## src/rtl/usb_pkg.sv

```systemverilog
package usb_pkg;

  localparam int BYTE_W = 8;
  localparam int NIB_W  = BYTE_W / 2;

  // Tower field: GF(16) = GF(2)[z]/(z^4+z+1), extension y^2 + y + LAMBDA
  localparam logic [NIB_W-1:0]  GF16_RED  = 4'h3;   // z^4 = z + 1
  localparam logic [NIB_W-1:0]  TW_LAMBDA = 4'h8;   // z^3, trace one
  localparam logic [BYTE_W:0]   AES_POLY  = 9'h11B;
  localparam logic [BYTE_W:0]   CAM_POLY  = 9'h169;
  localparam int                CAM_ALPHA_EXP = 238;

  localparam logic [BYTE_W-1:0] AES_OUT_K = 8'h63;
  localparam logic [BYTE_W-1:0] CAM_IN_K  = 8'hC5;
  localparam logic [BYTE_W-1:0] CAM_OUT_K = 8'h6E;

  localparam logic [2:0] MODE_AES_FWD = 3'b000;
  localparam logic [2:0] MODE_AES_INV = 3'b001;
  localparam logic [2:0] MODE_CAM_S1  = 3'b100;
  localparam logic [2:0] MODE_CAM_S2  = 3'b101;
  localparam logic [2:0] MODE_CAM_S3  = 3'b110;
  localparam logic [2:0] MODE_CAM_S4  = 3'b111;

  typedef logic [BYTE_W-1:0][BYTE_W-1:0] mat8_t;  // m[j] = image of bit j

  typedef enum logic [1:0] {MAP_AES_FWD, MAP_AES_INV, MAP_CAM, MAP_NONE} map_e;
  typedef enum logic [1:0] {ROT_NONE, ROT_LEFT, ROT_RIGHT} rot_e;

  typedef struct packed {
    map_e map;
    logic in_rotl;
    rot_e out_rot;
    logic valid;
  } route_t;

  // ---------------- GF(16) ----------------
  function automatic logic [NIB_W-1:0] gf16_mul(logic [NIB_W-1:0] a, logic [NIB_W-1:0] b);
    logic [NIB_W-1:0] acc, sh;
    acc = '0;
    sh  = a;
    for (int i = 0; i < NIB_W; i++) begin
      if (b[i]) acc ^= sh;
      sh = {sh[NIB_W-2:0], 1'b0} ^ (sh[NIB_W-1] ? GF16_RED : '0);
    end
    return acc;
  endfunction

  // a^14 = a^-1 for nonzero a, and 0 for 0
  function automatic logic [NIB_W-1:0] gf16_inv(logic [NIB_W-1:0] a);
    logic [NIB_W-1:0] r;
    r = 4'h1;
    for (int i = 0; i < 14; i++) r = gf16_mul(r, a);
    return r;
  endfunction

  // ---------------- tower GF((2^4)^2) ----------------
  function automatic logic [BYTE_W-1:0] tw_mul(logic [BYTE_W-1:0] a, logic [BYTE_W-1:0] b);
    logic [NIB_W-1:0] hh, h, l;
    hh = gf16_mul(a[7:4], b[7:4]);
    h  = hh ^ gf16_mul(a[7:4], b[3:0]) ^ gf16_mul(a[3:0], b[7:4]);
    l  = gf16_mul(hh, TW_LAMBDA) ^ gf16_mul(a[3:0], b[3:0]);
    return {h, l};
  endfunction

  function automatic logic [BYTE_W-1:0] tw_eval(logic [BYTE_W-1:0] r, logic [BYTE_W:0] poly);
    logic [BYTE_W-1:0] acc, p;
    acc = '0;
    p   = 8'h01;
    for (int i = 0; i <= BYTE_W; i++) begin
      if (poly[i]) acc ^= p;
      p = tw_mul(p, r);
    end
    return acc;
  endfunction

  function automatic logic [BYTE_W-1:0] tw_find_root(logic [BYTE_W:0] poly);
    logic [BYTE_W-1:0] res;
    logic found;
    res   = '0;
    found = 1'b0;
    for (int k = 1; k < 256; k++) begin
      if (!found && tw_eval(8'(k), poly) == '0) begin
        res   = 8'(k);
        found = 1'b1;
      end
    end
    return res;
  endfunction

  // ---------------- polynomial-basis GF(2^8) ----------------
  function automatic logic [BYTE_W-1:0] gfp_mul(logic [BYTE_W-1:0] a, logic [BYTE_W-1:0] b,
                                                logic [BYTE_W:0] poly);
    logic [BYTE_W-1:0] acc, sh;
    acc = '0;
    sh  = a;
    for (int i = 0; i < BYTE_W; i++) begin
      if (b[i]) acc ^= sh;
      sh = {sh[BYTE_W-2:0], 1'b0} ^ (sh[BYTE_W-1] ? poly[BYTE_W-1:0] : '0);
    end
    return acc;
  endfunction

  function automatic logic [BYTE_W-1:0] gfp_pow(logic [BYTE_W-1:0] a, int e, logic [BYTE_W:0] poly);
    logic [BYTE_W-1:0] r;
    r = 8'h01;
    for (int i = 0; i < e; i++) r = gfp_mul(r, a, poly);
    return r;
  endfunction

  // ---------------- GF(2) 8x8 matrices ----------------
  function automatic logic [BYTE_W-1:0] mat_apply(mat8_t m, logic [BYTE_W-1:0] x);
    logic [BYTE_W-1:0] y;
    y = '0;
    for (int j = 0; j < BYTE_W; j++) if (x[j]) y ^= m[j];
    return y;
  endfunction

  function automatic mat8_t mat_mul(mat8_t a, mat8_t b);
    mat8_t c;
    for (int j = 0; j < BYTE_W; j++) c[j] = mat_apply(a, b[j]);
    return c;
  endfunction

  // column i of the inverse is the preimage of unit vector i
  function automatic mat8_t mat_inv(mat8_t m);
    mat8_t r;
    r = '0;
    for (int i = 0; i < BYTE_W; i++)
      for (int v = 0; v < 256; v++)
        if (mat_apply(m, 8'(v)) == 8'(1 << i)) r[i] = 8'(v);
    return r;
  endfunction

  // polynomial basis x^i -> r^i in the tower field
  function automatic mat8_t mat_from_root(logic [BYTE_W-1:0] r);
    mat8_t m;
    logic [BYTE_W-1:0] p;
    p = 8'h01;
    for (int i = 0; i < BYTE_W; i++) begin
      m[i] = p;
      p    = tw_mul(p, r);
    end
    return m;
  endfunction

  function automatic logic [BYTE_W-1:0] aes_aff_lin(logic [BYTE_W-1:0] x);
    return x ^ {x[6:0], x[7]} ^ {x[5:0], x[7:6]} ^ {x[4:0], x[7:5]} ^ {x[3:0], x[7:4]};
  endfunction

  function automatic logic [BYTE_W-1:0] cam_f_lin(logic [BYTE_W-1:0] x);
    logic [BYTE_W-1:0] y;
    y[7] = x[2] ^ x[6];
    y[6] = x[1] ^ x[7];
    y[5] = x[0] ^ x[3] ^ x[5];
    y[4] = x[0] ^ x[5];
    y[3] = x[1] ^ x[4];
    y[2] = x[3] ^ x[6];
    y[1] = x[0] ^ x[7];
    y[0] = x[2] ^ x[4];
    return y;
  endfunction

  function automatic logic [BYTE_W-1:0] cam_h_lin(logic [BYTE_W-1:0] x);
    logic [BYTE_W-1:0] y;
    y[7] = x[2] ^ x[3] ^ x[6];
    y[6] = x[2] ^ x[6];
    y[5] = x[1] ^ x[4];
    y[4] = x[0] ^ x[6];
    y[3] = x[1] ^ x[5];
    y[2] = x[0] ^ x[7];
    y[1] = x[3] ^ x[7];
    y[0] = x[2] ^ x[5];
    return y;
  endfunction

  function automatic mat8_t mat_aes_aff();
    mat8_t m;
    for (int j = 0; j < BYTE_W; j++) m[j] = aes_aff_lin(8'(1 << j));
    return m;
  endfunction

  function automatic mat8_t mat_cam_f();
    mat8_t m;
    for (int j = 0; j < BYTE_W; j++) m[j] = cam_f_lin(8'(1 << j));
    return m;
  endfunction

  function automatic mat8_t mat_cam_h();
    mat8_t m;
    for (int j = 0; j < BYTE_W; j++) m[j] = cam_h_lin(8'(1 << j));
    return m;
  endfunction

  // Camellia bit vector -> element in polynomial basis of CAM_POLY
  function automatic mat8_t mat_cam_e();
    mat8_t m;
    logic [BYTE_W-1:0] alpha, ap;
    alpha = gfp_pow(8'h02, CAM_ALPHA_EXP, CAM_POLY);
    ap    = 8'h01;
    for (int i = 0; i < NIB_W; i++) begin
      m[i]         = ap;
      m[NIB_W + i] = gfp_mul(ap, 8'h02, CAM_POLY);
      ap           = gfp_mul(ap, alpha, CAM_POLY);
    end
    return m;
  endfunction

  // ---------------- combined per-mode maps ----------------
  localparam mat8_t ISO_AES     = mat_from_root(tw_find_root(AES_POLY));
  localparam mat8_t ISO_AES_INV = mat_inv(ISO_AES);
  localparam mat8_t ISO_CAM     = mat_from_root(tw_find_root(CAM_POLY));
  localparam mat8_t ISO_CAM_INV = mat_inv(ISO_CAM);
  localparam mat8_t AFF         = mat_aes_aff();
  localparam mat8_t AFF_INV     = mat_inv(AFF);
  localparam mat8_t CAM_E       = mat_cam_e();
  localparam mat8_t CAM_E_INV   = mat_inv(CAM_E);

  localparam mat8_t PRE_AES_FWD  = ISO_AES;
  localparam mat8_t PRE_AES_INV  = mat_mul(ISO_AES, AFF_INV);
  localparam mat8_t PRE_CAM      = mat_mul(ISO_CAM, mat_mul(CAM_E, mat_cam_f()));
  // A^-1 applied to the 0x63 offset is 0x05 before the basis change
  localparam logic [BYTE_W-1:0] PRE_AES_INV_K = mat_apply(PRE_AES_INV, AES_OUT_K);
  localparam logic [BYTE_W-1:0] PRE_CAM_K     = mat_apply(PRE_CAM, CAM_IN_K);

  localparam mat8_t POST_AES_FWD = mat_mul(AFF, ISO_AES_INV);
  localparam mat8_t POST_AES_INV = ISO_AES_INV;
  localparam mat8_t POST_CAM     = mat_mul(mat_cam_h(), mat_mul(CAM_E_INV, ISO_CAM_INV));

endpackage

```

## src/rtl/usb_mode_dec.sv

```systemverilog
module usb_mode_dec
  import usb_pkg::*;
(
  input  logic [2:0] mode_i,
  output route_t     route_o
);
  always_comb begin
    route_o = '{map: MAP_NONE, in_rotl: 1'b0, out_rot: ROT_NONE, valid: 1'b0};
    case (mode_i)
      MODE_AES_FWD: begin route_o.map = MAP_AES_FWD; route_o.valid = 1'b1; end
      MODE_AES_INV: begin route_o.map = MAP_AES_INV; route_o.valid = 1'b1; end
      MODE_CAM_S1:  begin route_o.map = MAP_CAM; route_o.valid = 1'b1; end
      MODE_CAM_S2:  begin route_o.map = MAP_CAM; route_o.out_rot = ROT_LEFT;  route_o.valid = 1'b1; end
      MODE_CAM_S3:  begin route_o.map = MAP_CAM; route_o.out_rot = ROT_RIGHT; route_o.valid = 1'b1; end
      MODE_CAM_S4:  begin route_o.map = MAP_CAM; route_o.in_rotl = 1'b1;     route_o.valid = 1'b1; end
      default: ;
    endcase
  end
endmodule

```

## src/rtl/usb_premap.sv

```systemverilog
module usb_premap
  import usb_pkg::*;
(
  input  map_e              map_i,
  input  logic              in_rotl_i,
  input  logic [BYTE_W-1:0] x_i,
  output logic [BYTE_W-1:0] t_o
);
  logic [BYTE_W-1:0] x_eff, c_aes_fwd, c_aes_inv, c_cam;

  assign x_eff     = in_rotl_i ? {x_i[BYTE_W-2:0], x_i[BYTE_W-1]} : x_i;
  assign c_aes_fwd = mat_apply(PRE_AES_FWD, x_eff);
  assign c_aes_inv = mat_apply(PRE_AES_INV, x_eff) ^ PRE_AES_INV_K;
  assign c_cam     = mat_apply(PRE_CAM, x_eff) ^ PRE_CAM_K;

  always_comb begin
    case (map_i)
      MAP_AES_FWD: t_o = c_aes_fwd;
      MAP_AES_INV: t_o = c_aes_inv;
      MAP_CAM:     t_o = c_cam;
      default:     t_o = '0;
    endcase
  end
endmodule

```

## src/rtl/usb_tower_inv.sv

```systemverilog
module usb_tower_inv
  import usb_pkg::*;
(
  input  logic [BYTE_W-1:0] a_i,
  output logic [BYTE_W-1:0] inv_o
);
  logic [NIB_W-1:0] hi, lo, hi_sq_l, hl, lo_sq, delta, delta_inv;

  assign hi        = a_i[BYTE_W-1:NIB_W];
  assign lo        = a_i[NIB_W-1:0];
  assign hi_sq_l   = gf16_mul(gf16_mul(hi, hi), TW_LAMBDA);
  assign hl        = gf16_mul(hi, lo);
  assign lo_sq     = gf16_mul(lo, lo);
  assign delta     = hi_sq_l ^ hl ^ lo_sq;      // norm of the element
  assign delta_inv = gf16_inv(delta);
  assign inv_o     = {gf16_mul(hi, delta_inv), gf16_mul(hi ^ lo, delta_inv)};
endmodule

```

## src/rtl/usb_postmap.sv

```systemverilog
module usb_postmap
  import usb_pkg::*;
(
  input  map_e              map_i,
  input  rot_e              out_rot_i,
  input  logic              valid_i,
  input  logic [BYTE_W-1:0] t_i,
  output logic [BYTE_W-1:0] y_o
);
  logic [BYTE_W-1:0] c_aes_fwd, c_aes_inv, c_cam, sel, rot;

  assign c_aes_fwd = mat_apply(POST_AES_FWD, t_i) ^ AES_OUT_K;
  assign c_aes_inv = mat_apply(POST_AES_INV, t_i);
  assign c_cam     = mat_apply(POST_CAM, t_i) ^ CAM_OUT_K;

  always_comb begin
    case (map_i)
      MAP_AES_FWD: sel = c_aes_fwd;
      MAP_AES_INV: sel = c_aes_inv;
      MAP_CAM:     sel = c_cam;
      default:     sel = '0;
    endcase
    case (out_rot_i)
      ROT_LEFT:  rot = {sel[BYTE_W-2:0], sel[BYTE_W-1]};
      ROT_RIGHT: rot = {sel[0], sel[BYTE_W-1:1]};
      default:   rot = sel;
    endcase
  end

  assign y_o = valid_i ? rot : '0;
endmodule

```

## src/rtl/unified_sbox.sv

```systemverilog
module unified_sbox
  import usb_pkg::*;
#(
  parameter bit REG_OUT = 1'b1
) (
  input  logic              clk,
  input  logic              rst_n,
  input  logic [2:0]        mode_i,
  input  logic [BYTE_W-1:0] din_i,
  output logic [BYTE_W-1:0] dout_o
);
  route_t            route;
  logic              mode_ok;
  logic              out_registered;
  logic [BYTE_W-1:0] inv_in, inv_out, sbox_comb;

  assign mode_ok        = route.valid;
  assign out_registered = REG_OUT;

  usb_mode_dec u_dec (.mode_i(mode_i), .route_o(route));

  usb_premap u_pre (
    .map_i(route.map), .in_rotl_i(route.in_rotl), .x_i(din_i), .t_o(inv_in)
  );

  usb_tower_inv u_inv (.a_i(inv_in), .inv_o(inv_out));

  usb_postmap u_post (
    .map_i(route.map), .out_rot_i(route.out_rot), .valid_i(route.valid),
    .t_i(inv_out), .y_o(sbox_comb)
  );

  generate
    if (REG_OUT) begin : g_reg
      always_ff @(posedge clk or negedge rst_n) begin
        if (!rst_n) dout_o <= '0;
        else        dout_o <= sbox_comb;
      end
    end else begin : g_comb
      assign dout_o = sbox_comb;
    end
  endgenerate
endmodule

```

## config.mk

```make
export PLATFORM = sky130hd
export DESIGN_NAME = unified_sbox
export DESIGN_NICKNAME = d
export VERILOG_FILES = /design/src/rtl/usb_pkg.sv /design/src/rtl/usb_mode_dec.sv /design/src/rtl/usb_premap.sv /design/src/rtl/usb_tower_inv.sv /design/src/rtl/usb_postmap.sv /design/src/rtl/unified_sbox.sv
export SDC_FILE = /design/constraint.sdc
export NUM_CORES = 1
export LEC_CHECK = 0
export CAP_MARGIN = 30
export CORE_MARGIN = 10
export CORE_UTILIZATION = 61
export DETAILED_ROUTE_END_ITERATION = 12
export GPL_TIMING_DRIVEN = 0
export PLACE_DENSITY = 0.77
export SLEW_MARGIN = 0
export SYNTH_ARGS = -nofsm -noshare
export SYNTH_HDL_FRONTEND = slang
export SYNTH_HIERARCHICAL = 1
export SYNTH_SLANG_ARGS = --single-unit
```

## constraint.sdc

```tcl
create_clock -name clk -period 1 [get_ports clk]
set_input_delay 0.15 -clock clk [delete_from_list [all_inputs] [get_ports clk]]
set_output_delay 0.15 -clock clk [all_outputs]
set_load 0.02 [all_outputs]
```

== After elaboration in Yosys (flattened, before gate mapping) ==
Cells that the tools add are included.

* Output and inout port bits: 8
* Input port bits: 13
* Memories: 0
* RAM bits: 0
* Word-level logic and storage cells: 355
* Bits in latches: 0
* ROM bits: 0
* Bits in registers: 8

* Multiply operators: 0
* Divide/modulo/power cells: 0
* Order comparisons: 0
* Mux-type cells: 184
* Equal/unequal tests: 9
* Add/subtract/negate cells: 0
* Shift operators: 0
* Reduce and logical (&&, ||, !) cells: 4
* Bitwise logic cells: 157

{| class="wikitable"
|+ Operator list
! operator !! count
|-
| 4-bit bitwise XOR || 108
|-
| 4-bit two-way mux || 74
|-
| 8-bit two-way mux || 20
|-
| 2-bit two-way mux || 53
|-
| 7-bit two-way mux || 13
|-
| 6-bit two-way mux || 10
|-
| 8-bit case mux with 3 select lines || 2
|-
| 5-bit NOT || 9
|-
| 4-bit NOT || 8
|-
| 3-bit NOT || 8
|-
| 6-bit NOT || 4
|-
| 8-bit case mux with 2 select lines || 1
|-
| 5-bit two-way mux || 3
|-
| 3-bit equality test, second input constant || 4
|-
| 5-bit NOT with 6-bit output || 2
|-
| 2-bit NOT || 4
|-
| 3-bit NOT with 4-bit output || 2
|-
| 7-bit NOT || 1
|-
| 2-bit NOT with 3-bit output || 2
|-
| 2-bit case mux with 3 select lines || 1
|-
| 6-bit OR reduction || 1
|-
| 1-bit two-way mux || 5
|-
| 3-bit NOT with 5-bit output || 1
|-
| 4-bit NOT with 5-bit output || 1
|-
| 12 further kinds || 17
|}

== Longest topological paths before layout ==
* Depth after elaboration: 170
* Depth in mapped cells: 79
* Mapped depth without buffers: 64

== Cells and area by module ==
Netlist, hierarchy kept.

{| class="wikitable"
|+ By module, submodules not included
! module !! area an instance (sq um) !! times used !! seq. area each (sq um) !! cells each
|-
| usb_tower_inv || 7104.3 || 1 || 0.0 || 931
|-
| usb_premap || 950.9 || 1 || 0.0 || 111
|-
| usb_postmap || 924.6 || 1 || 0.0 || 103
|-
| unified_sbox || 200.2 || 1 || 200.2 || 8
|-
| usb_mode_dec || 47.5 || 1 || 0.0 || 6
|}

== Least setup slack after synthesis ==
Ideal clock, no wire load.

* Path type: input to register
* From: in mode_i[2]
* To: reg dout_o[5]
* Stages on the path: 73
* Setup slack: -15.668 ns
* Path buffers: 11
* Arrival time: 16.541 ns
* Data required time: 0.873 ns
* Library setup time: 0.127 ns
* Cell sequence: and3_2 > buf_4 > mux2i_1 > xor2_1 > xnor2_1 > mux2i_1 > a32o_1 > ha_1 > buf_2 > nand3b_1 > a21oi_1 > a211o_1 > xor2_1 > xnor2_1 > buf_2 > buf_6 > buf_6 > buf_6 > [37 not listed] > xor3_2 > xnor2_4 > a211oi_1 > a211oi_2 > xor2_1 > xnor2_1 > buf_2 > nor3b_1 > a21oi_1 > o22ai_1 > a222oi_1 > xnor2_1 > buf_2 > xor3_2 > xnor3_1 > o221ai_2 > a221oi_1 > nor2_1

* Elaborated cells on any way between the ends: 344
* Those cells by class: eq/ne (9); mux (182); bitwise (149); reduce/logical (4)

{| class="wikitable"
|+ RTL lines
! what !! line !! RTL
|-
| start, declared || unified_sbox.sv:8 || <nowiki>input logic [2:0] mode_i,</nowiki>
|-
| 3-bit equality test || usb_mode_dec.sv:9 || <nowiki>case (mode_i)</nowiki>
|-
| 1-bit two-way mux || usb_mode_dec.sv:9 ||
|-
| 8-bit two-way mux || usb_premap.sv:11 || <nowiki>assign x_eff = in_rotl_i ? {x_i[BYTE_W-2:0], x_i[BYTE_W-1]} : x_i;</nowiki>
|-
| 7-bit two-way mux || usb_pkg.sv:114 || <nowiki>for (int j = 0; j < BYTE_W; j++) if (x[j]) y ^= m[j];</nowiki>
|-
| 5-bit NOT with 6-bit output (no source line) || n/a ||
|-
| 8-bit two-way mux || usb_pkg.sv:114 ||
|-
| 3-bit NOT (no source line) || n/a ||
|-
| 8-bit two-way mux || usb_pkg.sv:114 ||
|-
| [10 not listed] || n/a ||
|-
| via inv_in[4] || unified_sbox.sv:15 || <nowiki>logic [BYTE_W-1:0] inv_in, inv_out, sbox_comb;</nowiki>
|-
| [119 not listed] || n/a ||
|-
| via inv_out[2] || unified_sbox.sv:15 ||
|-
| [7 not listed] || n/a ||
|-
| 7-bit two-way mux || usb_pkg.sv:114 ||
|-
| 2-bit NOT (no source line) || n/a ||
|-
| 7-bit two-way mux || usb_pkg.sv:114 ||
|-
| 4-bit NOT (no source line) || n/a ||
|-
| 8-bit case mux with 3 select lines * || usb_postmap.sv:17 || <nowiki>case (map_i)</nowiki>
|-
| 8-bit case mux with 2 select lines * || usb_postmap.sv:23 || <nowiki>case (out_rot_i)</nowiki>
|-
| 8-bit two-way mux * || usb_postmap.sv:30 || <nowiki>assign y_o = valid_i ? rot : '0;</nowiki>
|-
| via sbox_comb[5] || unified_sbox.sv:15 ||
|-
| end signal, assigned || unified_sbox.sv:37 || <nowiki>else dout_o <= sbox_comb;</nowiki>
|-
| end, declared || unified_sbox.sv:10 || <nowiki>output logic [BYTE_W-1:0] dout_o</nowiki>
|}

The timed path passes the listed nets; every way through them passes the cells marked *.

==> results list <==
- Vias in the first global route: 10600
- Wire length on met1: about 14000 microns
- Number of distinct library cell variants in the gate-level netlist after synthesis: about 130
- Buffers added on ports: 13
- Die boundary height: 143 microns
- Biggest register: dout_o
- The path class of the tightest hold or removal check is input pin to async pin.
- Setup repair after global routing could not meet its margin everywhere.
- Routed WL per cell: approximately 26 microns
- The detailed router used layers up to and including met4.
- Starting density of the core: 0.628
- The count of pins over their slew limit was 0.
- Total Neg Setup Slack: -130390 ps
* Wire length of the first global-routing pass: 54200 microns
- Antenna Nets Post-Route: 0
* Final count of hold timing violations: 0
- At the end of routability-driven placement, the weighted congestion stood at approximately 0.93.
- # rows: 44
- After routing the design area is between 10000 and 15000 sq um.
- Detailed route wirelength on metal2: between 15000 and 20000 microns
- Number of nets in the synthesized netlist: approximately 1200
- The largest registers in the layout are dout_o (8).
* Area share of fa/ha/maj cells after synthesis: 0.0122
- The final layout contains routed wiring with a total length of 41300 microns.
- Max reg flops: 8
- The initial antenna violation count was 0.
* Die area: around 20000 sq um
* Share of final-layout standard cells stronger than drive strength 1: 0.454
- EDFF count, synth: 0
- Derived from the worst setup path, the maximum achievable clock frequency is a little under 60 MHz.
- Total of max-cap violations: 0
- Via total after detailed routing: approximately 12000
- STA classifies the critical path startpoint as an input pin.
* Most common library cell in the layout ignoring fill and taps: buf_4
- Cell Area, Placed: just over 10000 sq um
- Worst setup path class: input pin to register
- The largest single stage delay on the critical path is about 610 ps.
- In the layout the commonest cells are buf_4 (210), nand2_1 (114), nor2_1 (93).
- Post-synthesis mux area share: 0.0721
- Setup slack on the critical path of the routed design comes to -16340 ps.
- Post-route minimum period: between 15000 and 20000 ps
- Synth Area in Compound Gates: 0.248
* Most common cell type on the critical path: buf_4
- Data on the critical path is required at its endpoint by about 1100 ps.
* Via density per instance: 7.48
* Count of state elements after synthesis: 8
- Fraction of registers with async set/reset: 1.00
- Area inside the core boundary: 14700 sq um
* Result of the run: finished with violations
- Of the total synthesized cell area, the portion taken by XOR and XNOR cells is 0.334.
- Share of synthesized cell area in and, or, nand and nor gates: 0.229
- Hold is met by approximately 240 ps.
* Clock slew at reported path FFs: ~50 ps
- In this run the number of H-tree levels came out at 1.
- The worst setup path is captured at a register.
- Entering global routing, the biggest net connects 14 pins.
* Clock tree from TritonCTS: yes
- For this run, the leading register cell type out of synthesis is dfrtp_1.
* Arrival time worst endpoint: around 17000 ps
- Among all stages on the critical path, the largest delay is contributed by or4_4.
- For this run the aggregate overflow at the end of global routing stands at 0.
- The die is ~140 microns wide.
- Dividing the final minimum period by the clock period gives 17.3.
- Signed area change from the synthesized netlist to the final layout: 44.9%
- Cells after synthesis: between 1000 and 1500
- Initial DRC Count: roughly 1600
- Along the worst path, the maximum fanout reaches 11.
- Deepest clock path buffer count: 2
- The first TritonRoute pass finished after 10 iterations.
* Final Net Count: roughly 1400
* All-Layer GR Usage: 0.317
- After synthesis, the mean cell area works out to ~8.0 sq um.
* Number of clock sinks: 8
- Buffers inserted during clock tree synthesis total 3.
* Post-DP HPWL: 19000 microns
- In this run the cell area of the synthesized design comes to between 9000 and 10000 sq um.
- At the pin with the least slew margin, the transition time is approximately 1100 ps.
* Largest family of logic cells by synthesized area: XOR/XNOR gates
- Setup violations remaining at the end of the flow were counted as 8.
- Yosys warning total: 6
* Failing checks: design-rule violations, negative setup slack
- The share of the Yosys chip area taken by registers is 0.0217.
- The number of antenna diodes in the final layout is 0.
- Detailed-routed wire length on met3: between 5000 and 6000 microns
- The worst pin sits at a relative slew slack of 0.265.
- Pin placement for this block handled 21 I/O pins.
- In this run the number of cells on the critical path is 77.
- Cell at the root of the clock tree: clkbuf_16
- Worst path buffer plus inverter count: 18
- Family with the most delay on the worst path: compound AO/OA/AOI/OAI gates
* # DRC: 1
[repair_timing]
action	in CTS	in global routing
hold buffers	0	0
buffers inserted	175	35
setup endpoints to repair	16	15
resized for setup	261	86
cloned	3	0
pin swaps	138	54
[routing by layer]
metal,track usage,up-vias
li1,-,4666
met4,0.151,0
met1,0.379,5357
met3,0.0385,439
met2,0.552,1244
met5,0,-
[cells in the mapped netlist, types with 8 or more instances]
cell type | count | share of area
and3_1 | 15 | 0.010
nand2b_1 | 9 | 0.0061
buf_4 | 18 | 0.015
nor4_1 | 11 | 0.0075
o2111ai_1 | 8 | 0.0076
or3_1 | 13 | 0.0088
o211ai_1 | 14 | 0.011
xnor2_2 | 16 | 0.028
buf_2 | 26 | 0.014
ha_1 | 9 | 0.012
o22ai_1 | 21 | 0.014
o21ai_1 | 12 | 0.0065
nor2_1 | 107 | 0.044
a21oi_1 | 55 | 0.030
a211oi_1 | 9 | 0.0073
clkbuf_1 | 13 | 0.0053
nor3_1 | 37 | 0.020
nand3_1 | 33 | 0.018
xor2_1 | 45 | 0.043
nand2_1 | 123 | 0.050
o21ai_0 | 38 | 0.021
xnor3_1 | 33 | 0.081
inv_1 | 17 | 0.0069
a31oi_1 | 9 | 0.0061
dfrtp_1 | 8 | 0.022
and2_1 | 10 | 0.0068
mux2i_1 | 49 | 0.053
buf_6 | 29 | 0.035
nand4_1 | 8 | 0.0054
xnor2_1 | 130 | 0.12
[worst paths after layout]
check	startpoint	endpoint	slack, ps
worst max-delay path	mode_i[0]	dout_o[0]	-16340
worst min-delay path	rst_n	dout_o[5]	240
max in group asynchronous	rst_n	dout_o[2]	410
min in group clk	mode_i[1]	dout_o[5]	460
[final cells by class]
type / instances / area, sq um
multi-input combinational: 1040 / 10100
timing repair buffer: 222 / 1750
fill: 567 / 1330
buffer: 86 / 932
tap: 184 / 230
sequential: 8 / 200
inverter: 22 / 96.3
clock buffer: 3 / 75.1
[stage by stage]
step / util / std cells / setup WS, ps
after floorplan: - / 1159 / -14540
after global placement: 0.684 / 1356 / -17350
after detailed placement: 0.684 / 1356 / -17410
after CTS: 0.867 / 1531 / -14840
after global routing: 0.909 / 1565 / -16840
final: 0.909 / 1565 / -16340
[cell families after synthesis]
| group | after synthesis |
|---|---|
| AOI/OAI and AO/OA | 295 |
| DFF | 8 |
| muxes | 62 |
| adders and majority gates | 9 |
| xor gates and xnor gates | 248 |
| buffers and inverters | 113 |
| and+or+nand+nor | 424 |
Power is left out: the tool's default activity adds up to more than one toggle a clock period on the data nets, which glitch-free logic cannot reach.
